## src/rtl/sereep_pkg.sv

```systemverilog
package sereep_pkg;

    typedef enum logic [1:0] {
        ST_IDLE = 2'd0,
        ST_LOW  = 2'd1,
        ST_HIGH = 2'd2
    } eng_state_t;

endpackage

```

## src/rtl/sereep_clkgen.sv

```systemverilog
module sereep_clkgen #(
    parameter int unsigned HALF_DIV = 2
) (
    input  logic clk,
    input  logic rst_n,
    input  logic clr,
    output logic tick
);
    generate
        if (HALF_DIV <= 1) begin : g_direct
            assign tick = 1'b1;
        end else begin : g_count
            localparam int unsigned DW = $clog2(HALF_DIV);
            logic [DW-1:0] cnt_q;

            assign tick = (cnt_q == DW'(HALF_DIV - 1));

            always_ff @(posedge clk or negedge rst_n) begin
                if (!rst_n) begin
                    cnt_q <= '0;
                end else if (clr || tick) begin
                    cnt_q <= '0;
                end else begin
                    cnt_q <= cnt_q + 1'b1;
                end
            end
        end
    endgenerate
endmodule

```

## src/rtl/sereep_shreg.sv

```systemverilog
module sereep_shreg #(
    parameter int unsigned DATA_W = 8
) (
    input  logic              clk,
    input  logic              rst_n,
    input  logic              clear,
    input  logic              load,
    input  logic [DATA_W-1:0] load_val,
    input  logic              shift_in,
    input  logic              shift_out,
    input  logic              sin,
    output logic [DATA_W-1:0] q
);
    logic [DATA_W-1:0] q_r;

    assign q = q_r;

    always_ff @(posedge clk or negedge rst_n) begin
        if (!rst_n) begin
            q_r <= '0;
        end else if (clear) begin
            q_r <= '0;
        end else if (load) begin
            q_r <= load_val;
        end else if (shift_in) begin
            q_r <= {q_r[DATA_W-2:0], sin};
        end else if (shift_out) begin
            q_r <= {q_r[DATA_W-2:0], 1'b0};
        end
    end
endmodule

```

## src/rtl/sereep_fsm.sv

```systemverilog
module sereep_fsm
    import sereep_pkg::*;
#(
    parameter int unsigned DATA_W = 8,
    localparam int unsigned CNT_W = $clog2(DATA_W + 1)
) (
    input  logic             clk,
    input  logic             rst_n,
    input  logic             cmd_we,
    input  logic [CNT_W-1:0] cmd_cnt,
    input  logic             cmd_rd,
    input  logic             cmd_hiz,
    input  logic             data_we,
    input  logic             tick,
    output logic             busy,
    output logic             sclk,
    output logic             oe,
    output logic             irq,
    output logic             rd_mode,
    output logic             div_clr,
    output logic             sh_clear,
    output logic             sh_load,
    output logic             sh_in,
    output logic             sh_out
);
    eng_state_t       state_q, state_d;
    logic [CNT_W-1:0] bits_q, bits_d;
    logic             rd_q, rd_d;
    logic             hiz_q, hiz_d;
    logic             oe_q, oe_d;
    logic             irq_q, irq_d;
    logic [CNT_W-1:0] cnt_cl;

    assign cnt_cl = (cmd_cnt > CNT_W'(DATA_W)) ? CNT_W'(DATA_W) : cmd_cnt;

    always_comb begin
        state_d = state_q;
        bits_d  = bits_q;
        rd_d    = rd_q;
        hiz_d   = hiz_q;
        oe_d    = oe_q;
        irq_d   = 1'b0;
        unique case (state_q)
            ST_IDLE: begin
                if (cmd_we) begin
                    if (cnt_cl == '0) begin
                        oe_d  = !cmd_hiz;
                        irq_d = 1'b1;
                    end else begin
                        state_d = ST_LOW;
                        bits_d  = cnt_cl;
                        rd_d    = cmd_rd;
                        hiz_d   = cmd_hiz;
                        oe_d    = !cmd_rd;
                    end
                end
            end
            ST_LOW: begin
                if (tick) begin
                    state_d = ST_HIGH;
                end
            end
            ST_HIGH: begin
                if (tick) begin
                    if (bits_q == CNT_W'(1)) begin
                        state_d = ST_IDLE;
                        irq_d   = 1'b1;
                        oe_d    = rd_q ? 1'b0 : !hiz_q;
                    end else begin
                        state_d = ST_LOW;
                        bits_d  = bits_q - 1'b1;
                    end
                end
            end
            default: begin
                state_d = ST_IDLE;
            end
        endcase
    end

    always_ff @(posedge clk or negedge rst_n) begin
        if (!rst_n) begin
            state_q <= ST_IDLE;
            bits_q  <= '0;
            rd_q    <= 1'b0;
            hiz_q   <= 1'b0;
            oe_q    <= 1'b0;
            irq_q   <= 1'b0;
        end else begin
            state_q <= state_d;
            bits_q  <= bits_d;
            rd_q    <= rd_d;
            hiz_q   <= hiz_d;
            oe_q    <= oe_d;
            irq_q   <= irq_d;
        end
    end

    always_comb begin
        busy     = (state_q != ST_IDLE);
        sclk     = (state_q == ST_HIGH);
        oe       = oe_q;
        irq      = irq_q;
        rd_mode  = rd_q;
        div_clr  = (state_q == ST_IDLE);
        sh_clear = (state_q == ST_IDLE) && cmd_we && cmd_rd && (cnt_cl != '0);
        sh_load  = (state_q == ST_IDLE) && data_we;
        sh_in    = (state_q == ST_LOW) && tick && rd_q;
        sh_out   = (state_q == ST_HIGH) && tick && !rd_q;
    end
endmodule

```

## src/rtl/sereep_shift_engine.sv

```systemverilog
module sereep_shift_engine #(
    parameter int unsigned DATA_W   = 8,
    parameter int unsigned HALF_DIV = 2,
    localparam int unsigned CNT_W = $clog2(DATA_W + 1),
    localparam int unsigned CMD_W = CNT_W + 2
) (
    input  logic              clk,
    input  logic              rst_n,
    input  logic              ctrl_we,
    input  logic [CMD_W-1:0]  ctrl_wdata,
    input  logic              data_we,
    input  logic [DATA_W-1:0] data_wdata,
    output logic [DATA_W-1:0] data_rdata,
    output logic              busy,
    output logic              irq,
    output logic              sclk,
    output logic              sdata_o,
    output logic              sdata_oe,
    input  logic              sdata_i
);
    logic tick, div_clr, rd_mode;
    logic sh_clear, sh_load, sh_in, sh_out;
    logic [DATA_W-1:0] shq;

    sereep_clkgen #(.HALF_DIV(HALF_DIV)) u_div (
        .clk  (clk),
        .rst_n(rst_n),
        .clr  (div_clr),
        .tick (tick)
    );

    sereep_fsm #(.DATA_W(DATA_W)) u_fsm (
        .clk     (clk),
        .rst_n   (rst_n),
        .cmd_we  (ctrl_we),
        .cmd_cnt (ctrl_wdata[CNT_W-1:0]),
        .cmd_rd  (ctrl_wdata[CNT_W]),
        .cmd_hiz (ctrl_wdata[CNT_W+1]),
        .data_we (data_we),
        .tick    (tick),
        .busy    (busy),
        .sclk    (sclk),
        .oe      (sdata_oe),
        .irq     (irq),
        .rd_mode (rd_mode),
        .div_clr (div_clr),
        .sh_clear(sh_clear),
        .sh_load (sh_load),
        .sh_in   (sh_in),
        .sh_out  (sh_out)
    );

    sereep_shreg #(.DATA_W(DATA_W)) u_shreg (
        .clk      (clk),
        .rst_n    (rst_n),
        .clear    (sh_clear),
        .load     (sh_load),
        .load_val (data_wdata),
        .shift_in (sh_in),
        .shift_out(sh_out),
        .sin      (sdata_i),
        .q        (shq)
    );

    assign data_rdata = shq;
    assign sdata_o    = shq[DATA_W-1];
endmodule

```

## config.mk

```make
export PLATFORM = sky130hd
export DESIGN_NAME = sereep_shift_engine
export DESIGN_NICKNAME = d
export VERILOG_FILES = /design/src/rtl/sereep_pkg.sv /design/src/rtl/sereep_clkgen.sv /design/src/rtl/sereep_shreg.sv /design/src/rtl/sereep_fsm.sv /design/src/rtl/sereep_shift_engine.sv
export SDC_FILE = /design/constraint.sdc
export NUM_CORES = 1
export LEC_CHECK = 0
export BUFFER_PORTS_ARGS = -buffer_cell sky130_fd_sc_hd__buf_2
export CAP_MARGIN = 0
export CORE_ASPECT_RATIO = 1.2
export CORE_MARGIN = 4
export CORE_UTILIZATION = 31
export CTS_CLUSTER_SIZE = 8
export DETAILED_ROUTE_END_ITERATION = 6
export PLACE_DENSITY_LB_ADDON = 0.12
export SYNTH_ARGS = -nofsm -noshare
export SYNTH_HDL_FRONTEND = slang
export SYNTH_HIERARCHICAL = 1
export SYNTH_SLANG_ARGS = --single-unit
export TNS_END_PERCENT = 1
```

## constraint.sdc

```tcl
create_clock -name clk -period 2.3 [get_ports clk]
set_clock_uncertainty 0.2 [all_clocks]
set_input_delay 0.115 -clock clk [delete_from_list [all_inputs] [get_ports clk]]
set_output_delay 0.115 -clock clk [all_outputs]
set_load 0.02 [all_outputs]
```

==> impl_metrics.tcl, run 1 <==
set metrics [dict create \
    post_drt_wl_per_cell_um 13.64 \
    htreeDepth 1 \
    p_total_mw 1.671 \
    syn_area_um2 1129 \
    grt_pass1_wl_mm 4.443 \
    drive_gt1_share_pct 30.92 \
    synthMuxAreaShare_pct 12.31 \
    synthesis.nets 131 \
    r2r-end "u_shreg/q[5]" \
    hold_viol 0 \
    grt_max_degree 20 \
    timing.final.crit_share_pct 83.63 \
    antenna_cells 0 \
    dpl.hpwl_mm 2.025 \
    maxSlewViolCount 0 \
    cts-root-buf "clkbuf_8" \
    clockPowerShare_pct 13.4 \
    swShare_pct 42.24 \
    setup_violations 0 \
    ys.flop_type "dfrtp_1" \
    crit_path_start_kind "flop" \
    routed_wl_mm 2.578 \
    synthXorXnorAreaFrac_pct 0 \
    synthArstFlopShare_pct 100.0 \
    grt_pass1_vias 1011 \
    cp.arrival_ns 1.87 \
    fin_cells 189 \
    ys_seq_area_share_pct 42.13 \
    critPathLaunch "u_fsm/state_q[1]" \
    synthAdderAreaFrac_pct 2.217 \
    combPwrFrac_pct 51.2 \
    maxCapViolCount 0 \
    drc 0 \
    pwr-share-seq_pct 35.4 \
    die_h_um 74.10 \
    hold_depth 3 \
    cts.sink_count 19 \
    insertion_delay_ns 0.25 \
    r2r_slack_ns 0.38 \
    grt_use_total_pct 12.09 \
    final_nets 174 \
    synth_warnings 6 \
    clk_pin_slew_ns 0.07 \
    ant_nets 0 \
    num_io_pins 32 \
    place_ws_ns 0.3524 \
    antenna_found_initial 0 \
    first_iter_violations 15 \
    r2r_cells 6 \
    yosys.area.top_type "dfrtp_1" \
    viasPerCell 5.016 \
    synth-edff-count 0 \
    core_um2 3425 \
    end_kind "flop" \
    cp_max_fo 15 \
    worst_pin_slew_ns 0.4735 \
    synth-compound-area-share_pct 19.84 \
    required_ns 2.25 \
    status "completed" \
    hold_class "in2reg" \
    finish.utilization_pct 42.35 \
    cts_resized 0 \
    timing.slew.headroom_pct 68.36 \
    syn-instance-count 110 \
    grt_overflow 0 \
    postSynthAreaPerCell_um2 10.26 \
    fillCellCount 351 \
    irDropWorstVdd_mv 0.4688 \
    post_synth_num_cell_types 35 \
    tns_ns 0 \
    place_inst 177 \
    place.gp.congestion 0.8010 \
    die_area_um2 4674 \
    start_util_pct 32.96 \
    p_leak_nw 0.6805 \
    synth_top_area_share_pct 42.13 \
    cts.path.max_buffers 2 \
    p_sw_mw 0.7056 \
    synthToLayoutAreaGrowth_pct 28.49 \
    cts_buffers 3 \
    synth-seq-cells 19 \
    layout_min_cycle_time_ns 1.923 \
    intPower_mw 0.9650 \
    vias 948 \
    die_w_um 63.08 \
    portBuffers 31 \
    crit_path_end "u_shreg/q[5]" \
    ys_top_cells_by_area "dfrtp_1 (42%), mux2i_1 (8.0%), o31ai_1 (5.3%)" \
    crit_type "reg2reg" \
    reg2reg_from "u_fsm/state_q[1]" \
    row_count 23 \
    synth-simple-area-share_pct 17.41 \
    cellPowerDensity_nw_per_um2 1152 \
    dr.pass1.iters 2 \
    synth_top_family_by_area "compound AO/OA/AOI/OAI gates" \
    tritoncts "yes" \
    setup_ws_ns 0.3766 \
    fmax_mhz 519.9 \
    rsz0062_at_grt "false" \
]
[logic make-up (layout without fill, tap and decap cells)]
family | count (synthesis) | after routing
buffers and inverters | 12 | 54
adder cells (fa/ha/maj) | 2 | 2
flip-flops | 19 | 19
multiplexers | 13 | 13
AND/OR/NAND/NOR | 33 | 33
AO/OA/AOI/OAI | 31 | 31
[flip-flops by register name (all words and copies together) (netlist names)]
register / flops
u_shreg/q: 8
u_div/tick: 1
u_fsm/irq: 1
u_fsm/rd_mode: 1
u_fsm/bits_q: 4
u_fsm/state_q: 2
u_fsm/hiz_q: 1
u_fsm/oe: 1
[metal layers]
layer | track usage [%] | part of all wire, % | wire length [µm]
met5 | 0 | 0 | 0
met2 | 21.45 | 48 | 1241
met3 | 2.568 | 5.0 | 129
met4 | 5.882 | 0.66 | 17
met1 | 13.99 | 46 | 1189
[worst max-delay path, cell delays in order, from the launching register on]
cell and delay (ns):
dfrtp_1 0.37, or2_1 0.29, nor2_1 0.22, and2_1 0.23, nor4_4 0.06, buf_4 0.20, o31ai_1 0.26
[worst min path at each step]
stage / from / to / slack (ns)
final: data_wdata[6] / u_shreg/q[6] / 0.01
after global routing: data_wdata[6] / u_shreg/q[6] / 0.006
after CTS: data_wdata[6] / u_shreg/q[6] / 0.01
after detailed placement: rst_n / u_shreg/q[7] / -0.11
after global placement: rst_n / u_shreg/q[7] / -0.11
after floorplan: rst_n / u_div/tick / -0.38
[metrics by stage]
stage               instance area, µm²  hold slack (ns)
detailed placement                1325          -0.1123
global route                      1450         0.005713
floorplan                         1129          -0.3806
global placement                  1325          -0.1118
CTS                               1450          0.01006
finish                            1450          0.01247
[repair_timing]
item                       4_1_cts  5_1_grt
hold endpoints to repair        26        0
hold buffers                     8        0
setup endpoints to repair        0        0
buffers inserted                 0        0
[cell usage after synthesis, types with 2 or more instances]
cell type / number
o22ai_1: 2
ha_1: 2
o31ai_1: 8
mux2_1: 3
nand2_1: 10
nor2b_1: 3
nor2_1: 6
inv_1: 5
mux2i_1: 9
buf_6: 2
dfrtp_1: 19
o21ai_0: 4
nand2b_1: 2
and2_1: 2
a21oi_1: 10
buf_2: 4
[area by class of cell]
cell class,count,area [µm²],area share [%]
multi-input cells,79,584.3,40.29
flip-flops and latches,19,475.5,32.79
repair buffers,45,280.3,19.33
well taps,37,46.29,3.192
clock buffers,4,45.04,3.106
inverters,5,18.77,1.294
[power by group through the flow]
stage          Sequential (mW)  Clock [mW]  Combinational (mW)
3_3_place_gp             0.595           0               0.843
5_1_grt                  0.611       0.253               0.961
4_1_cts                  0.591       0.236               0.867
6_report                 0.591       0.225               0.855
3_5_place_dp             0.595           0               0.857
2_1_floorplan            0.644           0               0.571
[layout by cell type (no fill, tap or decap), types with 2 or more instances in the layout]
cell type / netlist / routed
mux2_1: 3 / 3
a21oi_1: 10 / 10
o22ai_1: 2 / 2
nor2_1: 6 / 6
buf_2: 4 / 31
mux2i_1: 9 / 9
nand2_1: 10 / 10
and2_1: 2 / 2
ha_1: 2 / 2
o21ai_0: 4 / 4
o31ai_1: 8 / 8
nand2b_1: 2 / 2
dfrtp_1: 19 / 19
dlygate4sd3_1: 0 / 8
inv_1: 5 / 5
clkbuf_8: 0 / 3
buf_4: 1 / 6
nor2b_1: 3 / 3
No activity file was read; power rests on OpenSTA's default activity.
==> run 2, diff against run 1 <==
--- a/config.mk
+++ b/config.mk
@@ -5,6 +5,7 @@
 export SDC_FILE = /design/constraint.sdc
 export NUM_CORES = 1
 export LEC_CHECK = 0
+export ABC_AREA = 1
 export BUFFER_PORTS_ARGS = -buffer_cell sky130_fd_sc_hd__buf_2
 export CAP_MARGIN = 0
 export CORE_ASPECT_RATIO = 1.2
==> constraint.sdc (replaced) <==
create_clock -name clk -period 1.7 [get_ports clk]
set_clock_uncertainty 0.2 [all_clocks]
set_input_delay 0.085 -clock clk [delete_from_list [all_inputs] [get_ports clk]]
set_output_delay 0.085 -clock clk [all_outputs]
set_load 0.02 [all_outputs]
==> run 2 against run 1 <==
Maximum frequency increased by 25%. Routed wire length is 12% higher. Count of clock-buffer cells in the layout down 1. Setup slack worse by 0.22 ns. Sequential share of layout area shrank 3.5 points. Core utilization rose by 2.0 points.
==> impl_metrics.tcl, run 2 <==
set metrics [dict create \
    num_io_pins 32 \
    p_sw_mw 1.136 \
    antenna_cells 0 \
    yosys-top-cells-count "nand2_1 (59), nand3_1 (28), dfrtp_1 (19)" \
    swShare_pct 47.04 \
    grt_overflow 0 \
    maxSlewViolCount 0 \
    synthesis.nets 181 \
    layout_min_cycle_time_ns 1.544 \
    required_ns 1.65 \
    dpl.hpwl_mm 2.287 \
    die_h_um 75.76 \
    synthArstFlopShare_pct 100.0 \
    syn_area_um2 1186 \
    critPathLaunch "u_fsm/state_q[1]" \
    placed_cell_area_um2 1433 \
    r2r-end "u_shreg/q[2]" \
    whs_endpoint "u_fsm/bits_q[0]" \
    clk_pin_slew_ns 0.08 \
    portBuffers 31 \
    tritoncts "yes" \
    worst_pin_slew_ns 0.4394 \
    irDropWorstVdd_mv 0.4811 \
    crit_type "reg2reg" \
    ys_top_cells_by_area "dfrtp_1 (40%), nand2_1 (19%), nand3_1 (12%)" \
    intPower_mw 1.279 \
    synth_top_area_share_pct 40.08 \
    synth-edff-count 0 \
    antenna_found_initial 0 \
    rsz0062_at_grt "false" \
    cts.path.max_buffers 2 \
    start_util_pct 32.38 \
    drc 0 \
    grt_pass1_wl_mm 5.050 \
    final_nets 235 \
    r2r_cells 10 \
    final_common_cell "nand2_1" \
    cellPowerDensity_nw_per_um2 1486 \
    synth_warnings 6 \
    syn-instance-count 160 \
    crit_path_start_kind "flop" \
    timing.final.crit_share_pct 90.84 \
    crit_chain "inv_2, nand2_4, nor2_2, nand2_4, nor2_1, buf_4, nor2_8, nand2_4, nand3_1, nand2_1" \
    end_kind "flop" \
    routed_wl_mm 2.898 \
    ant_nets 0 \
    cts-root-buf "clkbuf_8" \
    hold_depth 5 \
    tns_ns 0 \
    vias 1151 \
    finish.utilization_pct 44.36 \
    pwr-share-seq_pct 32.6 \
    ys_seq_area_share_pct 40.08 \
    hold_viol 0 \
    final_cell_area_um2 1625 \
    clockPowerShare_pct 13.6 \
    row_count 24 \
    fmax_mhz 647.6 \
    hold_start "ctrl_wdata[0]" \
    post-synth-top-count-cell "nand2_1" \
    grt_pass1_vias 1173 \
    ys.flop_type "dfrtp_1" \
    postSynthAreaPerCell_um2 7.413 \
    dr.pass1.iters 4 \
    cts_buffers 3 \
    cp_max_fo 9 \
    die_w_um 64.47 \
    r2r_slack_ns 0.16 \
    viasPerCell 4.343 \
    post_synth_num_cell_types 18 \
    first_iter_violations 33 \
    crit_slowest_cell "dfrtp_2" \
    combPwrFrac_pct 53.8 \
    die_area_um2 4884 \
    insertion_delay_ns 0.25 \
    core_um2 3664 \
    final_cell_mix "nand2_1 (59), buf_2 (31), nand3_1 (28)" \
    synth-seq-cells 19 \
    place.gp.congestion 0.7878 \
    p_leak_nw 0.9186 \
    setup_violations 0 \
    htreeDepth 1 \
    largest_reg_flops 8 \
    cts.sink_count 19 \
    grt_use_total_pct 13.22 \
    grt_max_degree 20 \
    yosys.area.top_type "dfrtp_1" \
    hold_class "in2reg" \
    post_cts_buffers 0 \
    cp.arrival_ns 1.49 \
    cp_slowest_stage_delay_ns 0.41 \
    drive_gt1_share_pct 29.11 \
    p_total_mw 2.415 \
    status "completed" \
    synthToLayoutAreaGrowth_pct 37.03 \
    timing.slew.headroom_pct 70.71 \
    maxCapViolCount 0 \
    reg2reg_from "u_fsm/state_q[1]" \
    post_drt_wl_per_cell_um 10.94 \
    cpMostUsedCell "nand2_4" \
]
[run 2: changes by cell type after synthesis, moves of 4 or more]
| cell | before | now |
|---|---|---|
| a21oi_1 | 10 | 2 |
| buf_2 | 4 | 0 |
| inv_1 | 5 | 12 |
| inv_2 | 0 | 5 |
| mux2i_1 | 9 | 0 |
| nand2_1 | 10 | 59 |
| nand2_4 | 0 | 8 |
| nand3_1 | 1 | 28 |
| nor2_1 | 6 | 12 |
| o31ai_1 | 8 | 1 |
[run 2: worst max-delay path by stage]
stage                    to  cells after the start
6_report       u_shreg/q[2]                     10
3_5_place_dp   u_shreg/q[2]                      9
5_1_grt        u_shreg/q[1]                     10
2_1_floorplan  u_shreg/q[1]                      8
4_1_cts        u_shreg/q[2]                      9
3_3_place_gp   u_shreg/q[5]                     10
[run 2: cell type report]
cell class,count,area [µm²]
Timing Repair Buffer,51,340.3
Inverter,18,72.57
Fill cell,402,2038
Tap cell,52,65.06
Clock buffer,3,41.29
Multi-Input combinational cell,121,621.8
Sequential cell,19,476.7
Clock inverter,1,7.507
[run 2: stage by stage]
stage | std cells | worst slack (ns) | hold slack [ns]
2_1_floorplan | 160 | 0.009202 | -0.4106
3_3_place_gp | 247 | 0.1379 | -0.1440
3_5_place_dp | 247 | 0.1089 | -0.1407
4_1_cts | 265 | 0.08280 | 0.02403
5_1_grt | 265 | 0.01962 | 0.01885
6_report | 265 | 0.1558 | 0.01712
[run 2: logic make-up (layout without fill, tap and decap cells)]
family	count (synthesis)	count (layout)	synth area share (%)
simple gates	112	112	46.84
fa+ha+maj	2	2	2.109
compound gates	7	7	3.270
buf+inv	20	73	7.701
flops	19	19	40.08
[run 2: timing repair]
action                                 in CTS  in global routing
setup endpoints to repair                   0                  5
hold buffers                               14                  0
resized for setup                           0                  2
endpoints found under the hold margin      31                  0
[run 2: per-layer routing]
| layer | routed length [µm] | GRT usage, % | vias up |
|---|---|---|---|
| met4 | 29 | 4.930 | 0 |
| met2 | 1458 | 24.31 | 19 |
| li1 | - | - | 607 |
| met1 | 1292 | 15.77 | 523 |
| met5 | 0 | 0 | - |
| met3 | 117 | 1.917 | 2 |
[run 2: worst max-delay path, delay by kind of cell (launching register included)]
| kind | cells | cell delay (ns) |
|---|---|---|
| AND/OR/NAND/NOR | 8 | 0.61 |
| buffers and inverters | 2 | 0.20 |
| flip-flops | 1 | 0.41 |
[run 2: power groups by stage]
stage,combinational [mW],sequential (mW),clock [mW]
detailed placement,1.29,0.792,0
global route,1.47,0.817,0.356
global placement,1.28,0.789,0
CTS,1.32,0.787,0.333
floorplan,0.848,0.866,0
finish,1.30,0.788,0.328
==> run 3, diff against run 2 <==
--- a/config.mk
+++ b/config.mk
@@ -8,6 +8,8 @@
 export ABC_AREA = 1
 export BUFFER_PORTS_ARGS = -buffer_cell sky130_fd_sc_hd__buf_2
 export CAP_MARGIN = 0
+export CELL_PAD_IN_SITES_DETAIL_PLACEMENT = 1
+export CELL_PAD_IN_SITES_GLOBAL_PLACEMENT = 1
 export CORE_ASPECT_RATIO = 1.2
 export CORE_MARGIN = 4
 export CORE_UTILIZATION = 31
==> constraint.sdc (replaced) <==
create_clock -name clk -period 1.7 [get_ports clk]
set_clock_uncertainty 0.2 [all_clocks]
set_input_delay 0.085 -clock clk [delete_from_list [all_inputs] [get_ports clk]]
set_output_delay 0.085 -clock clk [all_outputs]
set_load 0.01 [all_outputs]
==> run 3 against run 2 <==
Final cell count down 0.38%. Maximum frequency shrank 3.1%. Sequential share of layout area is 0.50 points lower. Setup slack lost 0.049 ns. Routed wire length rose by 19%. Via count grew 4.0%. Largest cell class unchanged. Highest routed layer unchanged. First-iteration DRC count is 79% higher. Hold slack gained 0.016 ns. Die area stayed put. Power shrank 0.18%. Largest power group unchanged. Clock power hardly changed. Critical endpoint is now u_shreg/q[5]. Core utilization up 0.65 points.
==> impl_metrics.tcl, run 3 (synthesis gave the netlist of run 2 again) <==
set metrics [dict create \
    fmax_mhz 627.5 \
    final_nets 234 \
    grt_overflow 0 \
    die_w_um 64.47 \
    maxSlewViolCount 0 \
    r2r-end "u_shreg/q[5]" \
    finish.utilization_pct 45.01 \
    first_iter_violations 59 \
    crit_type "reg2reg" \
    post_drt_wl_per_cell_um 13.03 \
    irDropWorstVdd_mv 0.4964 \
    ant_nets 0 \
    vias 1197 \
    p_sw_mw 1.119 \
    largest_reg_flops 8 \
    portBuffers 31 \
    clockPowerShare_pct 13.5 \
    timing.slew.headroom_pct 68.99 \
    viasPerCell 4.534 \
    swShare_pct 46.43 \
    core_um2 3664 \
    setup_violations 0 \
    r2r_slack_ns 0.11 \
    synthToLayoutAreaGrowth_pct 39.03 \
    insertion_delay_ns 0.26 \
    final_common_cell "nand2_1" \
    pwr-share-seq_pct 33.0 \
    antenna_found_initial 0 \
    hold_start "ctrl_wdata[0]" \
    timing.final.crit_share_pct 93.74 \
    drc 0 \
    clk_pin_slew_ns 0.08 \
    row_count 24 \
    tns_ns 0 \
    combPwrFrac_pct 53.6 \
    drive_gt1_share_pct 29.25 \
    maxCapViolCount 0 \
    p_leak_nw 0.9235 \
    layout_min_cycle_time_ns 1.594 \
    die_h_um 75.76 \
    required_ns 1.70 \
    dr.pass1.iters 4 \
    htreeDepth 1 \
    reg2reg_from "u_fsm/state_q[1]" \
    worst_pin_slew_ns 0.4651 \
    cts-root-buf "clkbuf_8" \
    cts_buffers 3 \
    start_util_pct 32.38 \
    antenna_cells 0 \
    hold_class "in2reg" \
    tritoncts "yes" \
    end_kind "flop" \
    hold_depth 5 \
    grt_max_degree 20 \
    grt_pass1_wl_mm 5.706 \
    cellPowerDensity_nw_per_um2 1462 \
    routed_wl_mm 3.439 \
    dpl.hpwl_mm 2.583 \
    status "completed" \
    cts.path.max_buffers 2 \
    place.gp.congestion 0.8084 \
    grt_pass1_vias 1268 \
    cp_max_fo 7 \
    grt_use_total_pct 14.97 \
    crit_path_start_kind "flop" \
    die_area_um2 4884 \
    intPower_mw 1.291 \
    final_cell_mix "nand2_1 (59), buf_2 (31), nand3_1 (28)" \
    p_total_mw 2.410 \
    r2r_cells 10 \
    whs_endpoint "u_fsm/bits_q[0]" \
    num_io_pins 32 \
    cts.sink_count 19 \
    hold_viol 0 \
    cp.arrival_ns 1.59 \
]
==> run 3: metrics by stage <==
step	worst slack, ns	hold WS, ns	cell area (µm²)	instances
floorplan	0.03160	-0.4106	1186	160
global placement	0.07950	-0.1465	1430	245
detailed placement	0.01610	-0.1347	1430	245
CTS	0.06282	0.03427	1619	263
global route	-0.006402	0.06394	1649	264
finish	0.1064	0.03357	1649	264
==> run 3: how the worst max path moves through the flow <==
stage / start / end
2_1_floorplan: u_fsm/state_q[1] / u_shreg/q[1]
3_3_place_gp: u_fsm/state_q[0] / u_shreg/q[7]
3_5_place_dp: u_fsm/state_q[0] / u_shreg/q[5]
4_1_cts: u_fsm/state_q[1] / u_shreg/q[5]
5_1_grt: u_fsm/state_q[1] / u_shreg/q[7]
6_report: u_fsm/state_q[1] / u_shreg/q[5]
==> run 3: power groups by stage <==
| stage | Combinational, mW | Clock [mW] | Sequential [mW] |
|---|---|---|---|
| 2_1_floorplan | 0.826 | 0 | 0.804 |
| 3_3_place_gp | 1.20 | 0 | 0.791 |
| 3_5_place_dp | 1.24 | 0 | 0.796 |
| 4_1_cts | 1.27 | 0.339 | 0.793 |
| 5_1_grt | 1.45 | 0.356 | 0.823 |
| 6_report | 1.29 | 0.325 | 0.795 |
==> run 3: critical path: stages, from the launching register on <==
cell,delay [ns]
dfrtp_1,0.44
inv_2,0.10
nand2_4,0.07
nor2_4,0.10
nand2_4,0.05
nor2_2,0.11
buf_6,0.15
nor2_8,0.05
nand2_4,0.09
nand3_1,0.09
nand2_1,0.08
==> run 3: per-layer routing <==
metal / vias up / track usage [%] / wire length (µm)
li1: 611 / - / -
met5: - / 0 / 0
met3: 2 / 2.360 / 141
met4: 0 / 4.695 / 15
met2: 21 / 29.24 / 1830
met1: 563 / 16.71 / 1452
==> run 3: cell type report <==
type                       instances  area [µm²]
timing repair buffer              49       341.6
clock buffer                       3       41.29
fill                             464        2014
tap                               52       65.06
inverter                          18       72.57
clock inverter                     1       5.005
multi-input combinational        122       648.1
sequential                        19       475.5
==> run 3: what timing repair did <==
| item | 4_1_cts | 5_1_grt |
|---|---|---|
| setup endpoints to repair | 6 | 6 |
| buffers inserted | 0 | 0 |
| endpoints found under the hold margin | 31 | 0 |
| hold buffers | 14 | 0 |
| pin swaps | 0 | 1 |
| gates cloned | 0 | 1 |
| gates resized for setup | 1 | 5 |
